## src/rtl/stor_regwin_pkg.sv

```systemverilog
package stor_regwin_pkg;

  localparam logic [1:0] SZ_B1  = 2'd0;
  localparam logic [1:0] SZ_B2  = 2'd1;
  localparam logic [1:0] SZ_B4  = 2'd2;
  localparam logic [1:0] SZ_BAD = 2'd3;

  typedef enum logic [2:0] {
    RG_NONE, RG_DATA, RG_TASK, RG_STAT, RG_TIME, RG_IRQ
  } region_e;

  localparam int unsigned IX_DATA   = 0;
  localparam int unsigned IX_TASK_HI = 7;
  localparam int unsigned IX_STAT_A = 8;
  localparam int unsigned IX_STAT_B = 22;
  localparam int unsigned IX_TIME   = 32;
  localparam int unsigned IX_IRQ    = 48;

  function automatic region_e idx_region(input int unsigned idx);
    if (idx == IX_DATA)                             return RG_DATA;
    else if (idx <= IX_TASK_HI)                     return RG_TASK;
    else if (idx == IX_STAT_A || idx == IX_STAT_B)  return RG_STAT;
    else if (idx == IX_TIME)                        return RG_TIME;
    else if (idx == IX_IRQ)                         return RG_IRQ;
    else                                            return RG_NONE;
  endfunction

  function automatic logic size_legal(input region_e r, input logic [1:0] sz,
                                      input logic wr);
    case (r)
      RG_DATA: return wr ? (sz == SZ_B2 || sz == SZ_B4) : (sz != SZ_BAD);
      RG_TASK, RG_STAT: return sz == SZ_B1;
      RG_TIME: return sz == SZ_B4;
      RG_IRQ:  return sz == SZ_B4;
      default: return 1'b0;
    endcase
  endfunction

  function automatic logic [31:0] fit_lanes(input logic [1:0] sz, input logic [31:0] w);
    case (sz)
      SZ_B1:   return {24'd0, w[7:0]};
      SZ_B2:   return {16'd0, w[15:0]};
      default: return w;
    endcase
  endfunction

endpackage

```

## src/rtl/stor_addr_dec.sv

```systemverilog
module stor_addr_dec
  import stor_regwin_pkg::*;
#(
  parameter int unsigned ADDR_W    = 12,
  parameter int unsigned STRIDE_LG = 4
) (
  input  logic              valid,
  input  logic              write,
  input  logic [ADDR_W-1:0] addr,
  input  logic [1:0]        size,
  output region_e           region,
  output logic              acc_ok,
  output logic [ADDR_W-STRIDE_LG-1:0] idx
);
  localparam int unsigned IDX_W = ADDR_W - STRIDE_LG;

  logic unused_low_nibble;
  assign unused_low_nibble = ^addr[STRIDE_LG-1:0];

  assign idx    = addr[ADDR_W-1:STRIDE_LG];
  assign region = idx_region(32'(idx));
  assign acc_ok = valid && (region != RG_NONE) && size_legal(region, size, write);

  initial begin
    if (IDX_W < 6) $error("window too small for register map");
  end
endmodule

```

## src/rtl/stor_irq_latch.sv

```systemverilog
module stor_irq_latch #(
  parameter int unsigned NSRC = 2,
  parameter int unsigned DW   = 32
) (
  input  logic            clk,
  input  logic            rst_n,
  input  logic [NSRC-1:0] irq_in,
  input  logic            clr_top,
  output logic [DW-1:0]   state
);
  logic [NSRC-1:0] flag;

  for (genvar n = 0; n < NSRC; n++) begin : g_src
    localparam bit CLR_ABLE = (n == 0);
    logic prev_q, bit_q;
    logic rise_w, fall_w;

    assign rise_w = irq_in[n] & ~prev_q;
    assign fall_w = ~irq_in[n] & prev_q;

    always_ff @(posedge clk) begin
      if (!rst_n) begin
        prev_q <= 1'b0;
        bit_q  <= 1'b0;
      end else begin
        prev_q <= irq_in[n];
        if (rise_w)                   bit_q <= 1'b1;
        else if (fall_w)              bit_q <= 1'b0;
        else if (CLR_ABLE && clr_top) bit_q <= 1'b0;
      end
    end

    assign flag[n] = bit_q;


    irq_set_chk: assert property (@(posedge clk) disable iff (!rst_n)
      $rose(irq_in[n]) |=> flag[n]);

    irq_drop_chk: assert property (@(posedge clk) disable iff (!rst_n)
      $fell(irq_in[n]) |=> !flag[n]);
    if (CLR_ABLE) begin : g_w1c

      irq_w1c_chk: assert property (@(posedge clk) disable iff (!rst_n)
        (clr_top && !irq_in[n]) |=> !flag[n]);
    end else begin : g_keep

      irq_keep_chk: assert property (@(posedge clk) disable iff (!rst_n)
        (irq_in[n] == $past(irq_in[n])) |=> $stable(flag[n]));
    end
  end

  always_comb begin
    state = '0;
    for (int n = 0; n < NSRC; n++) state[DW-1-n] = flag[n];
  end
endmodule

```

## src/rtl/stor_rsp_stage.sv

```systemverilog
module stor_rsp_stage #(
  parameter int unsigned DW = 32
) (
  input  logic          clk,
  input  logic          rst_n,
  input  logic          take,
  input  logic [DW-1:0] data_in,
  output logic          rsp_valid,
  output logic [DW-1:0] rsp_rdata
);
  always_ff @(posedge clk) begin
    if (!rst_n) begin
      rsp_valid <= 1'b0;
      rsp_rdata <= '1;
    end else begin
      rsp_valid <= take;
      if (take) rsp_rdata <= data_in;
    end
  end
endmodule

```

## src/rtl/stor_regwin.sv

```systemverilog
module stor_regwin
  import stor_regwin_pkg::*;
#(
  parameter int unsigned ADDR_W    = 12,
  parameter int unsigned STRIDE_LG = 4,
  parameter logic [31:0] TIME_RST  = 32'h0
) (
  input  logic              clk,
  input  logic              rst_n,
  input  logic              req_valid,
  output logic              req_ready,
  input  logic              req_write,
  input  logic [ADDR_W-1:0] req_addr,
  input  logic [1:0]        req_size,
  input  logic [31:0]       req_wdata,
  output logic              rsp_valid,
  output logic [31:0]       rsp_rdata,
  output logic              df_rd,
  output logic              df_wr,
  output logic              df_wide,
  output logic [31:0]       df_wdata,
  input  logic [31:0]       df_rdata,
  output logic              tf_rd,
  output logic              tf_wr,
  output logic [2:0]        tf_idx,
  output logic [7:0]        tf_wdata,
  input  logic [7:0]        tf_rdata,
  output logic              alt_rd,
  input  logic [7:0]        alt_status,
  output logic              ctl_wr,
  output logic [7:0]        ctl_wdata,
  input  logic              irq_dma_in,
  input  logic              irq_disk_in,
  output logic              irq_dma_out,
  output logic              irq_disk_out
);
  localparam int unsigned IDX_W = ADDR_W - STRIDE_LG;
  localparam int unsigned NSRC  = 2;

  region_e          region;
  logic             acc_ok;
  logic [IDX_W-1:0] idx;
  logic             rd_hit, wr_hit;
  logic             tim_we, irq_clr;
  logic [31:0]      tim_q, irq_state, rd_word;
  logic [NSRC-1:0]  irq_vec;

  assign req_ready = 1'b1;

  stor_addr_dec #(.ADDR_W(ADDR_W), .STRIDE_LG(STRIDE_LG)) u_dec (
    .valid(req_valid), .write(req_write), .addr(req_addr), .size(req_size),
    .region(region), .acc_ok(acc_ok), .idx(idx)
  );

  assign rd_hit = acc_ok && !req_write;
  assign wr_hit = acc_ok &&  req_write;

  // side-port strobes
  assign df_rd    = rd_hit && region == RG_DATA;
  assign df_wr    = wr_hit && region == RG_DATA;
  assign df_wide  = req_size == SZ_B4;
  assign df_wdata = req_wdata;
  assign tf_rd    = rd_hit && region == RG_TASK;
  assign tf_wr    = wr_hit && region == RG_TASK;
  assign tf_idx   = idx[2:0];
  assign tf_wdata = req_wdata[7:0];
  assign alt_rd   = rd_hit && region == RG_STAT;
  assign ctl_wr   = wr_hit && region == RG_STAT;
  assign ctl_wdata = req_wdata[7:0];

  // timing register
  assign tim_we = wr_hit && region == RG_TIME;
  always_ff @(posedge clk) begin
    if (!rst_n)      tim_q <= TIME_RST;
    else if (tim_we) tim_q <= req_wdata;
  end

  // interrupt register
  assign irq_vec = {irq_disk_in, irq_dma_in};
  assign irq_clr = wr_hit && region == RG_IRQ && req_wdata[31];

  stor_irq_latch #(.NSRC(NSRC), .DW(32)) u_irq (
    .clk(clk), .rst_n(rst_n), .irq_in(irq_vec), .clr_top(irq_clr), .state(irq_state)
  );

  assign irq_dma_out  = irq_dma_in;
  assign irq_disk_out = irq_disk_in;

  // read mux
  always_comb begin
    rd_word = '1;
    if (rd_hit) begin
      case (region)
        RG_DATA: rd_word = fit_lanes(req_size, df_rdata);
        RG_TASK: rd_word = {24'd0, tf_rdata};
        RG_STAT: rd_word = {24'd0, alt_status};
        RG_TIME: rd_word = tim_q;
        RG_IRQ:  rd_word = irq_state;
        default: rd_word = '1;
      endcase
    end
  end

  stor_rsp_stage #(.DW(32)) u_rsp (
    .clk(clk), .rst_n(rst_n), .take(req_valid && req_ready), .data_in(rd_word),
    .rsp_valid(rsp_valid), .rsp_rdata(rsp_rdata)
  );


  rsp_follow_chk: assert property (@(posedge clk) disable iff (!rst_n)
    req_valid |=> rsp_valid);

  rsp_idle_chk: assert property (@(posedge clk) disable iff (!rst_n)
    !req_valid |=> !rsp_valid);

  one_strobe_chk: assert property (@(posedge clk) disable iff (!rst_n)
    $onehot0({df_rd, df_wr, tf_rd, tf_wr, alt_rd, ctl_wr}));

  timing_hold_chk: assert property (@(posedge clk) disable iff (!rst_n)
    !(req_valid && req_write && req_size == SZ_B4) |=> $stable(tim_q));

  bad_size_chk: assert property (@(posedge clk) disable iff (!rst_n)
    (req_valid && !req_write && req_size == SZ_BAD) |=> rsp_rdata == 32'hFFFF_FFFF);

  irq_low_zero_chk: assert property (@(posedge clk) disable iff (!rst_n)
    irq_state[29:0] == 30'd0);
endmodule

```

## config.mk

```make
export PLATFORM = sky130hd
export DESIGN_NAME = stor_regwin
export DESIGN_NICKNAME = d
export VERILOG_FILES = /design/src/rtl/stor_regwin_pkg.sv /design/src/rtl/stor_addr_dec.sv /design/src/rtl/stor_irq_latch.sv /design/src/rtl/stor_rsp_stage.sv /design/src/rtl/stor_regwin.sv
export SDC_FILE = /design/constraint.sdc
export NUM_CORES = 1
export LEC_CHECK = 0
export BUFFER_PORTS_ARGS = -buffer_cell sky130_fd_sc_hd__buf_2
export CORE_MARGIN = 5
export CORE_UTILIZATION = 30
export DETAILED_ROUTE_END_ITERATION = 8
export REMOVE_ABC_BUFFERS = 1
export SLEW_MARGIN = 5
export SYNTH_ARGS = -nofsm -noshare
export SYNTH_HDL_FRONTEND = slang
export SYNTH_HIERARCHICAL = 1
export SYNTH_SLANG_ARGS = --single-unit
```

## constraint.sdc

```tcl
create_clock -name clk -period 3.62 [get_ports clk]
set_input_delay 0.543 -clock clk [delete_from_list [all_inputs] [get_ports clk]]
set_output_delay 0.543 -clock clk [all_outputs]
set_load 0.005 [all_outputs]
```

# Word level (Yosys, flattened, before mapping)
# Cells that the tools add are included.
[totals]
reg_bits = 69
input_bits = 100
output_inout_bits = 94
elab_cells = 66
[op_classes]
n_lt_le_gt_ge = 1
n_eq_ne = 12
n_mux = 15
n_bitwise = 8
reduce_logical = 23
[op_table]
columns = ["cell", "count"]
rows = [
  ["case mux 32 bit (5 select lines)", 1],
  ["case mux 32 bit (2 select lines)", 1],
  ["2-to-1 mux 32 bit", 1],
  ["== test 8 x 6 -> 1 bit, second input constant", 2],
  ["2-to-1 mux 3 bit", 5],
  ["logical AND 1 bit", 13],
  ["== test 8 x 4 -> 1 bit, second input constant", 1],
  ["== test 8 x 5 -> 1 bit, second input constant", 1],
  ["less-or-equal comparator 8 x 3 -> 1 bit, second input constant", 1],
  ["zero test 8 bit", 1],
  ["== test 3 x 2 -> 1 bit, second input constant", 2],
  ["== test 3 bit, second input constant", 2],
  ["2-to-1 mux 1 bit", 6],
  ["nonzero test 3 bit", 2],
  ["AND 1 bit", 4],
  ["inverter 1 bit", 4],
  ["OR reduction 2 bit", 2],
  ["== test 3 x 1 -> 1 bit, second input constant", 1],
  ["case mux 1 bit (3 select lines)", 1],
  ["== test 2 x 1 -> 1 bit, second input constant", 1],
  ["== test 2 bit, second input constant", 1],
  ["zero test 2 bit", 1],
  ["logical OR 1 bit", 2],
  ["!= test 2 bit, second input constant", 1],
  ["other kinds (2)", 2],
]

# Logic depth before layout (Yosys ltp)
# Gate-level depths: netlist of the first run.
[logic_depth]
ltp_word = 16
mapped_depth = 15
mapped_depth_nobuf = 14

# Modules after synthesis
# Netlist of the first run, hierarchy kept.
[modules_own_cells]
columns = ["mod", "instances", "cells_each", "area_per_inst_um2", "seq_area_each_um2"]
rows = [
  ["stor_regwin", 1, 311, 2711.4, 640.6],
  ["stor_rsp_stage", 1, 106, 1197.4, 660.6],
  ["stor_irq_latch", 1, 47, 404.1, 80.1],
  ["stor_addr_dec", 1, 47, 326.6, 0.0],
]

# Worst setup path after synthesis of the first run
# Ideal clock, no wire load.
[synth_timing]
path_kind = "in2reg"
startpoint = "input port req_addr[11]"
endpoint = "register u_rsp.rsp_rdata[29]"
setup_time_ps = 120
arrival_time_ps = 2906
path_slack_ps = 594
path_stages = 13
n_path_buf = 1
cell_sequence = "nor3_1 nand3_1 inv_1 ha_1 nor4b_1 nand2_1 mux2i_1 nand2b_1 a211o_4 buf_6 a221o_1 mux2i_1 nand2_1"
[synth_between]
elab_chain_len = 12
elab_cells_between_ends = 26
cone_classes = "order compare: 1; eq/ne: 9; mux: 8; reduce/logical: 8"
[synth_rtl]
columns = ["element", "line_no", "source"]
rows = [
  ["start: declaration", "stor_regwin.sv:13", "input logic [ADDR_W-1:0] req_addr,"],
  ["== test 8 x 6 -> 1 bit", "stor_regwin_pkg.sv:24", "else if (idx == IX_IRQ) return RG_IRQ;"],
  ["2-to-1 mux 3 bit", "stor_regwin_pkg.sv:24", ""],
  ["2-to-1 mux 3 bit", "stor_regwin_pkg.sv:23", "else if (idx == IX_TIME) return RG_TIME;"],
  ["2-to-1 mux 3 bit", "stor_regwin_pkg.sv:22", "else if (idx == IX_STAT_A || idx == IX_STAT_B) return RG_STAT;"],
  ["2-to-1 mux 3 bit", "stor_regwin_pkg.sv:21", "else if (idx <= IX_TASK_HI) return RG_TASK;"],
  ["2-to-1 mux 3 bit (*)", "stor_regwin_pkg.sv:20", "if (idx == IX_DATA) return RG_DATA;"],
  ["via region[2]", "stor_regwin.sv:40", "region_e region;"],
  ["== test 3 bit or == test 3 x 2 -> 1 bit (tied branches)", "stor_regwin_pkg.sv:30", "case (r)"],
  ["OR reduction 2 bit (on tied branches)", "-", ""],
  ["case mux 1 bit (3 select lines)", "stor_regwin_pkg.sv:30", ""],
  ["logical AND 1 bit (*)", "stor_addr_dec.sv:22", "assign acc_ok = valid && (region != RG_NONE) && size_legal(region, size, write);"],
  ["via acc_ok", "stor_regwin.sv:41", "logic acc_ok;"],
  ["logical AND 1 bit (*)", "stor_regwin.sv:55", "assign rd_hit = acc_ok && !req_write;"],
  ["2-to-1 mux 32 bit (*)", "stor_regwin.sv:92", "if (rd_hit) begin"],
  ["via rd_word[29]", "stor_regwin.sv:45", "logic [31:0] tim_q, irq_state, rd_word;"],
  ["end signal: assignment", "stor_rsp_stage.sv:17", "if (take) rsp_rdata <= data_in;"],
  ["end: declaration", "stor_rsp_stage.sv:9", "output logic [DW-1:0] rsp_rdata"],
]
# Mark *: on every way through the listed nets, which the timed path passes. The rest lies on a longest branch.
# A chain may end at the register's enable or synchronous reset.

# Worst setup path in the final report of the first run
[layout_timing]
startpoint = "input port req_addr[6]"
endpoint = "output port tf_rd"
[layout_between]
elab_chain_len = 12
elab_cells_between_ends = 25
cone_classes = "order compare: 1; eq/ne: 9; mux: 6; reduce/logical: 9"
[layout_rtl]
columns = ["element", "line_no", "source"]
rows = [
  ["== test 8 x 6 -> 1 bit", "stor_regwin_pkg.sv:24", ""],
  ["2-to-1 mux 3 bit", "stor_regwin_pkg.sv:24", ""],
  ["2-to-1 mux 3 bit", "stor_regwin_pkg.sv:23", ""],
  ["2-to-1 mux 3 bit", "stor_regwin_pkg.sv:22", ""],
  ["2-to-1 mux 3 bit", "stor_regwin_pkg.sv:21", ""],
  ["2-to-1 mux 3 bit (*)", "stor_regwin_pkg.sv:20", ""],
  ["== test 3 bit or == test 3 x 2 -> 1 bit (tied branches)", "stor_regwin_pkg.sv:30", ""],
  ["OR reduction 2 bit (on tied branches)", "-", ""],
  ["case mux 1 bit (3 select lines)", "stor_regwin_pkg.sv:30", ""],
  ["logical AND 1 bit (*)", "stor_addr_dec.sv:22", ""],
  ["via acc_ok", "stor_regwin.sv:41", ""],
  ["logical AND 1 bit (*)", "stor_regwin.sv:55", ""],
  ["logical AND 1 bit (*)", "stor_regwin.sv:63", "assign tf_rd = rd_hit && region == RG_TASK;"],
  ["end: declaration", "stor_regwin.sv:23", "output logic tf_rd,"],
]
# Marked as above.

==> impl_results.md, run 1 <==
- Critical path depth in cells: 11
- CTS max path bufs: 2
- Startpoint types: input port
- CTS sink cnt: 69
- Layout cell share with drive strength beyond 1: 40.3%
- Cells resized by post-CTS repair: 0
- Worst stage delay on the critical path: 0.35 ns
- # nets final: 736
- Worst Hold Endpoint: u_irq/g_src[0].prev_q
- Ant diodes: 0
- Critical Path RT: 3.08 ns
- Drt first-iter violations: 130
- Die H: 134 um
- Worst-Skew Late Latency: 0.34 ns
- Worst Tran Pin Value: 0.759 ns
- Slew HR: 49.4%
- RSZ-0062 raised after global routing: false
- H-Tree Depth: 3
- CTS Root Cell: clkbuf_16
- TritonRoute pass-1 iters: 6
- Origin of the worst min-delay path: irq_dma_in
- Initial antenna violation count: 0
- Status: finished clean
- # rows: 45
- Routability-driven placement congestion ratio: 0.753
- Worst-path clk slew: 0.05 ns
- Slowest cell on crit path: o41ai_1
- Number of port buffers: 188
- Fmax achieved: 319 MHz
- Min Tclk post-route: 3.13 ns
- Crit path max-delay family: simple AND/OR/NAND/NOR gates
- Crit-path cells: buf_2 -> o41ai_1 -> o211ai_1 -> ha_1 -> nor4b_1 -> nand2_1 -> mux2i_1 -> nand2b_1 -> buf_4 -> nor2b_1 -> buf_2
- Crit path buf inv count: 3
- CTS tree: yes
- Worst r2r src: tim_q[16]
- Die X-Extent: 134 um
- Global route overflow: 0
- Reg2reg end: u_rsp/rsp_rdata[16]
- Endpoints failing hold: 0
- Worst slack at placement: 0.211 ns
- Netlist Area Pre-Place: 4600 sq um
- I/O pins: 194
- Number of synthesis warnings: 6
- Pins Over Slew Limit: 0
- Setup Buffers After CTS: 0
- Global-route wire length before repair: 18.6 mm
- Worst Skew: 0.00749 ns
- Vias in the first global route: 3610
- Design Power: 1.83 mW
- Aggregate routed wire length: 11.7 mm
- Vias per cell: 4.56
- Crit path max fanout: 8
- Period utilisation layout: 86.5%
- Final Util: 35.8%
- Post-route ant nets: 0
- Initial Util: 30.4%
- Leakage power total: 2.41 nW
- Largest net degree at the start of global routing: 62
- Top cell by count, worst path: buf_2
- Setup CP Type: input port to output port
- R2r worst-path depth: 4
- VDD IR max: 0.267 mV
- Residual DRC: 0
- Dpl cells: 807
- DP Wirelength: 8.56 mm
- Core ar.: 15100 sq um
- Hold depth: 2
- Synthesized area per cell: 9.09 sq um
- CTS hold repair buffers: 0
- DIE AREA: 17900 sq um
- Total GRT Usage: 13.1%
- CTS Buf Count: 9
- HP Class: input port to register
- Routed len/inst: 14.2 um
- Area delta synth->final: 17.7%
- Final worst slack: 0.488 ns
- Syn Inst Count: 506
- Finished Layout Cells: 823
- R2R Setup Slk: 2.38 ns
- Final hold slack: 0.450 ns
- Max-cap viol count: 0
- Routed vias: 3753
- Setup crit end kind: output port
- Setup violations, final: 0
- Critical path arrival: 2.59 ns
- PD cells: 338 nW/um^2
-- stage by stage --
| step | TNS, ns | instance area, sq um |
|---|---|---|
| after floorplan | -1.08 | 3810 |
| after detailed placement | 0 | 5120 |
| after global routing | 0 | 5420 |
| after global placement | 0 | 5120 |
| final | 0 | 5420 |
| after CTS | 0 | 5420 |
-- cells in the final DEF, fill, tap and decap left out, drive strengths merged, types with 2 or more instances in the layout --
cell type,count
buf,202
nand2,103
dfxtp,69
mux2i,68
conb,31
mux2,30
a221o,24
a22oi,12
clkbuf,12
nand3,10
nor2,9
inv,7
ha,6
and2,6
nor3,6
nor2b,5
a21oi,4
a211o,3
nand2b,2
clkinv,2
and2b,2
nor3b,2
o21ai,2
-- registers in the layout, indices dropped and copies added (netlist names) --
| register | cells |
|---|---|
| u_rsp/rsp_rdata | 32 |
| u_rsp/rsp_valid | 1 |
| tim_q | 32 |
| u_irq/g_src.bit_q | 2 |
| u_irq/g_src.prev_q | 2 |
-- power by group --
group	leakage (nW)	internal, mW	switching (mW)	total (mW)
combinational	1.71	0.0907	0.0981	0.189
clock	0.143	0.550	0.330	0.879
sequential	0.558	0.763	0.00121	0.764
total	2.41	1.40	0.429	1.83
-- cell type report --
type / instances / area (sq um)
sequential: 69 / 1380
timing repair buffer: 202 / 1070
inverter: 7 / 26.3
multi-input combinational: 341 / 2410
clock inverter: 4 / 47.5
tap: 188 / 235
clock buffer: 12 / 246
fill: 1604 / 9730
-- layer usage --
layer	part of all wire, %	GRT usage [%]	wire length (um)
met1	44	16.7	5090
met2	48	21.2	5630
met3	6.7	3.41	783
met4	1.5	4.91	180
met5	0	0	0
-- worst max path at each step --
| stage | startpoint | to | slack (ns) |
|---|---|---|---|
| after floorplan | req_addr[11] | tim_q[0] | -0.03 |
| after global placement | req_addr[6] | u_rsp/rsp_rdata[27] | 0.25 |
| after detailed placement | req_addr[6] | u_rsp/rsp_rdata[19] | 0.21 |
| after CTS | req_addr[6] | tf_rd | 0.46 |
| after global routing | req_addr[6] | tf_rd | 0.19 |
| final | req_addr[6] | tf_rd | 0.49 |
(Power assumes the default switching activity.)
==> run 2: changes to the inputs <==
Clock period 3.62 ns to 3.73 ns, I/O delays scaled along.
==> impl_results.md, run 2 (synthesized netlist as in run 1, its figures left out) <==
- Status: finished clean
- Residual DRC: 0
- # rows: 45
- Global-route wire length before repair: 18.3 mm
- Initial antenna violation count: 0
- Final hold slack: 0.453 ns
- Min Tclk post-route: 3.21 ns
- Biggest regs: tim_q: 32 flops, u_rsp/rsp_rdata: 32 flops
- Total GRT Usage: 12.7%
- Vias per cell: 4.59
- TritonRoute pass-1 iters: 4
- DP Area: 5100 sq um
- VDD IR max: 0.151 mV
- Most frequent cells in the layout: buf_2 (188), nand2_1 (103), dfxtp_1 (69)
- Largest net degree at the start of global routing: 58
- Setup CP Type: input port to register
- Startpoint types: input port
- PD cells: 322 nW/um^2
- H-Tree Depth: 3
- R2r worst-path depth: 4
- Worst-path clk slew: 0.05 ns
- I/O pins: 194
- Max-cap viol count: 0
- # nets final: 733
- CTS max path bufs: 2
- CTS sink cnt: 69
- Commonest non-fill, non-tap cell in the layout: buf_2
- Register area: 1380 sq um
- Leakage power total: 2.39 nW
- Cells resized by post-CTS repair: 0
- Worst r2r src: tim_q[16]
- DIE AREA: 17900 sq um
- Setup crit end: u_rsp/rsp_rdata[30]
- Number of port buffers: 188
- CTS Root Cell: clkbuf_16
- Core ar.: 15100 sq um
- Die X-Extent: 134 um
- Aggregate routed wire length: 11.7 mm
- CP startpoint: req_addr[6]
- Area delta synth->final: 16.9%
- RSZ-0062 raised after global routing: false
- Reg2reg end: u_rsp/rsp_rdata[16]
- Worst Tran Pin Value: 0.812 ns
- Setup crit end kind: register
- Critical path arrival: 3.38 ns
- Routed len/inst: 14.3 um
- Vias in the first global route: 3671
- Multi-input logic area: 2410 sq um
- Post-route ant nets: 0
- Crit path max fanout: 24
- Worst-Skew Late Latency: 0.32 ns
- Setup Buffers After CTS: 0
- Pins Over Slew Limit: 0
- Endpoints failing hold: 0
- Worst Skew: 0.00564 ns
- Global route overflow: 0
- CTS Buf Count: 9
- Final instance area: 5380 sq um
- Layout cell share with drive strength beyond 1: 39.9%
- Routability-driven placement congestion ratio: 0.744
- Slew HR: 45.8%
- Die H: 134 um
- Initial Util: 30.4%
- Ant diodes: 0
- Setup violations, final: 0
- Period utilisation layout: 86.2%
- CTS hold repair buffers: 0
- Fmax achieved: 311 MHz
- HP Class: register to register
- R2R Setup Slk: 2.48 ns
- Setup TNS: 0 ns
- DP Wirelength: 8.35 mm
- Critical Path RT: 3.90 ns
- Drt first-iter violations: 133
- Routed vias: 3758
- Filler instances: 1598
- CTS tree: yes
==> run 2: area by class of cell <==
| class | count | area share (%) |
|---|---|---|
| Multi-Input combinational cell | 341 | 44.8 |
| Sequential cell | 69 | 25.7 |
| Timing Repair Buffer | 199 | 19.5 |
| Clock buffer | 14 | 5.10 |
| Tap cell | 188 | 4.37 |
| Inverter | 7 | 0.489 |
| Clock inverter | 1 | 0.0931 |
==> run 2: worst min path at each step <==
stage | slack (ns) | startpoint | depth (start not counted) | endpoint
floorplan | 0.43 | tim_q[5] | 2 | tim_q[5]
global placement | 0.44 | tim_q[21] | 2 | tim_q[21]
detailed placement | 0.45 | tim_q[24] | 2 | tim_q[24]
CTS | 0.45 | tim_q[25] | 2 | tim_q[25]
global route | 0.46 | tim_q[25] | 2 | tim_q[25]
finish | 0.45 | tim_q[23] | 2 | tim_q[23]
==> run 2: report_power, final <==
part / total [mW] / leakage (nW) / internal [mW] / switching, mW
registers: 0.742 / 0.558 / 0.741 / 0.00104
clock network: 0.806 / 0.139 / 0.500 / 0.305
logic: 0.184 / 1.69 / 0.0875 / 0.0966
==> run 2: routing by layer <==
layer  share of wire [%]  GRT usage (%)
met3                 6.1           2.51
met4                 1.4           4.40
met1                  45           16.6
met5                   0              0
met2                  47           20.8
==> run 2: metrics by stage <==
stage | cells | util (%) | worst slack, ns | power (mW)
3_5_place_dp | 804 | 33.7 | 0.214 | 0.943
6_report | 819 | 35.5 | 0.517 | 1.73
5_1_grt | 819 | 35.5 | 0.142 | 1.81
3_3_place_gp | 804 | 33.7 | 0.149 | 0.942
2_1_floorplan | 417 | - | 0.0597 | 0.805
4_1_cts | 819 | 35.5 | 0.539 | 1.76
==> run 2: worst max-delay path: stages <==
cell	delay (ns)
buf_2	0.14
o41ai_1	0.38
o211ai_1	0.19
ha_1	0.32
nor4b_1	0.24
nand2_1	0.08
mux2i_1	0.22
nand2b_1	0.21
a211o_4	0.50
a221o_1	0.31
mux2i_1	0.13
nand2_1	0.07
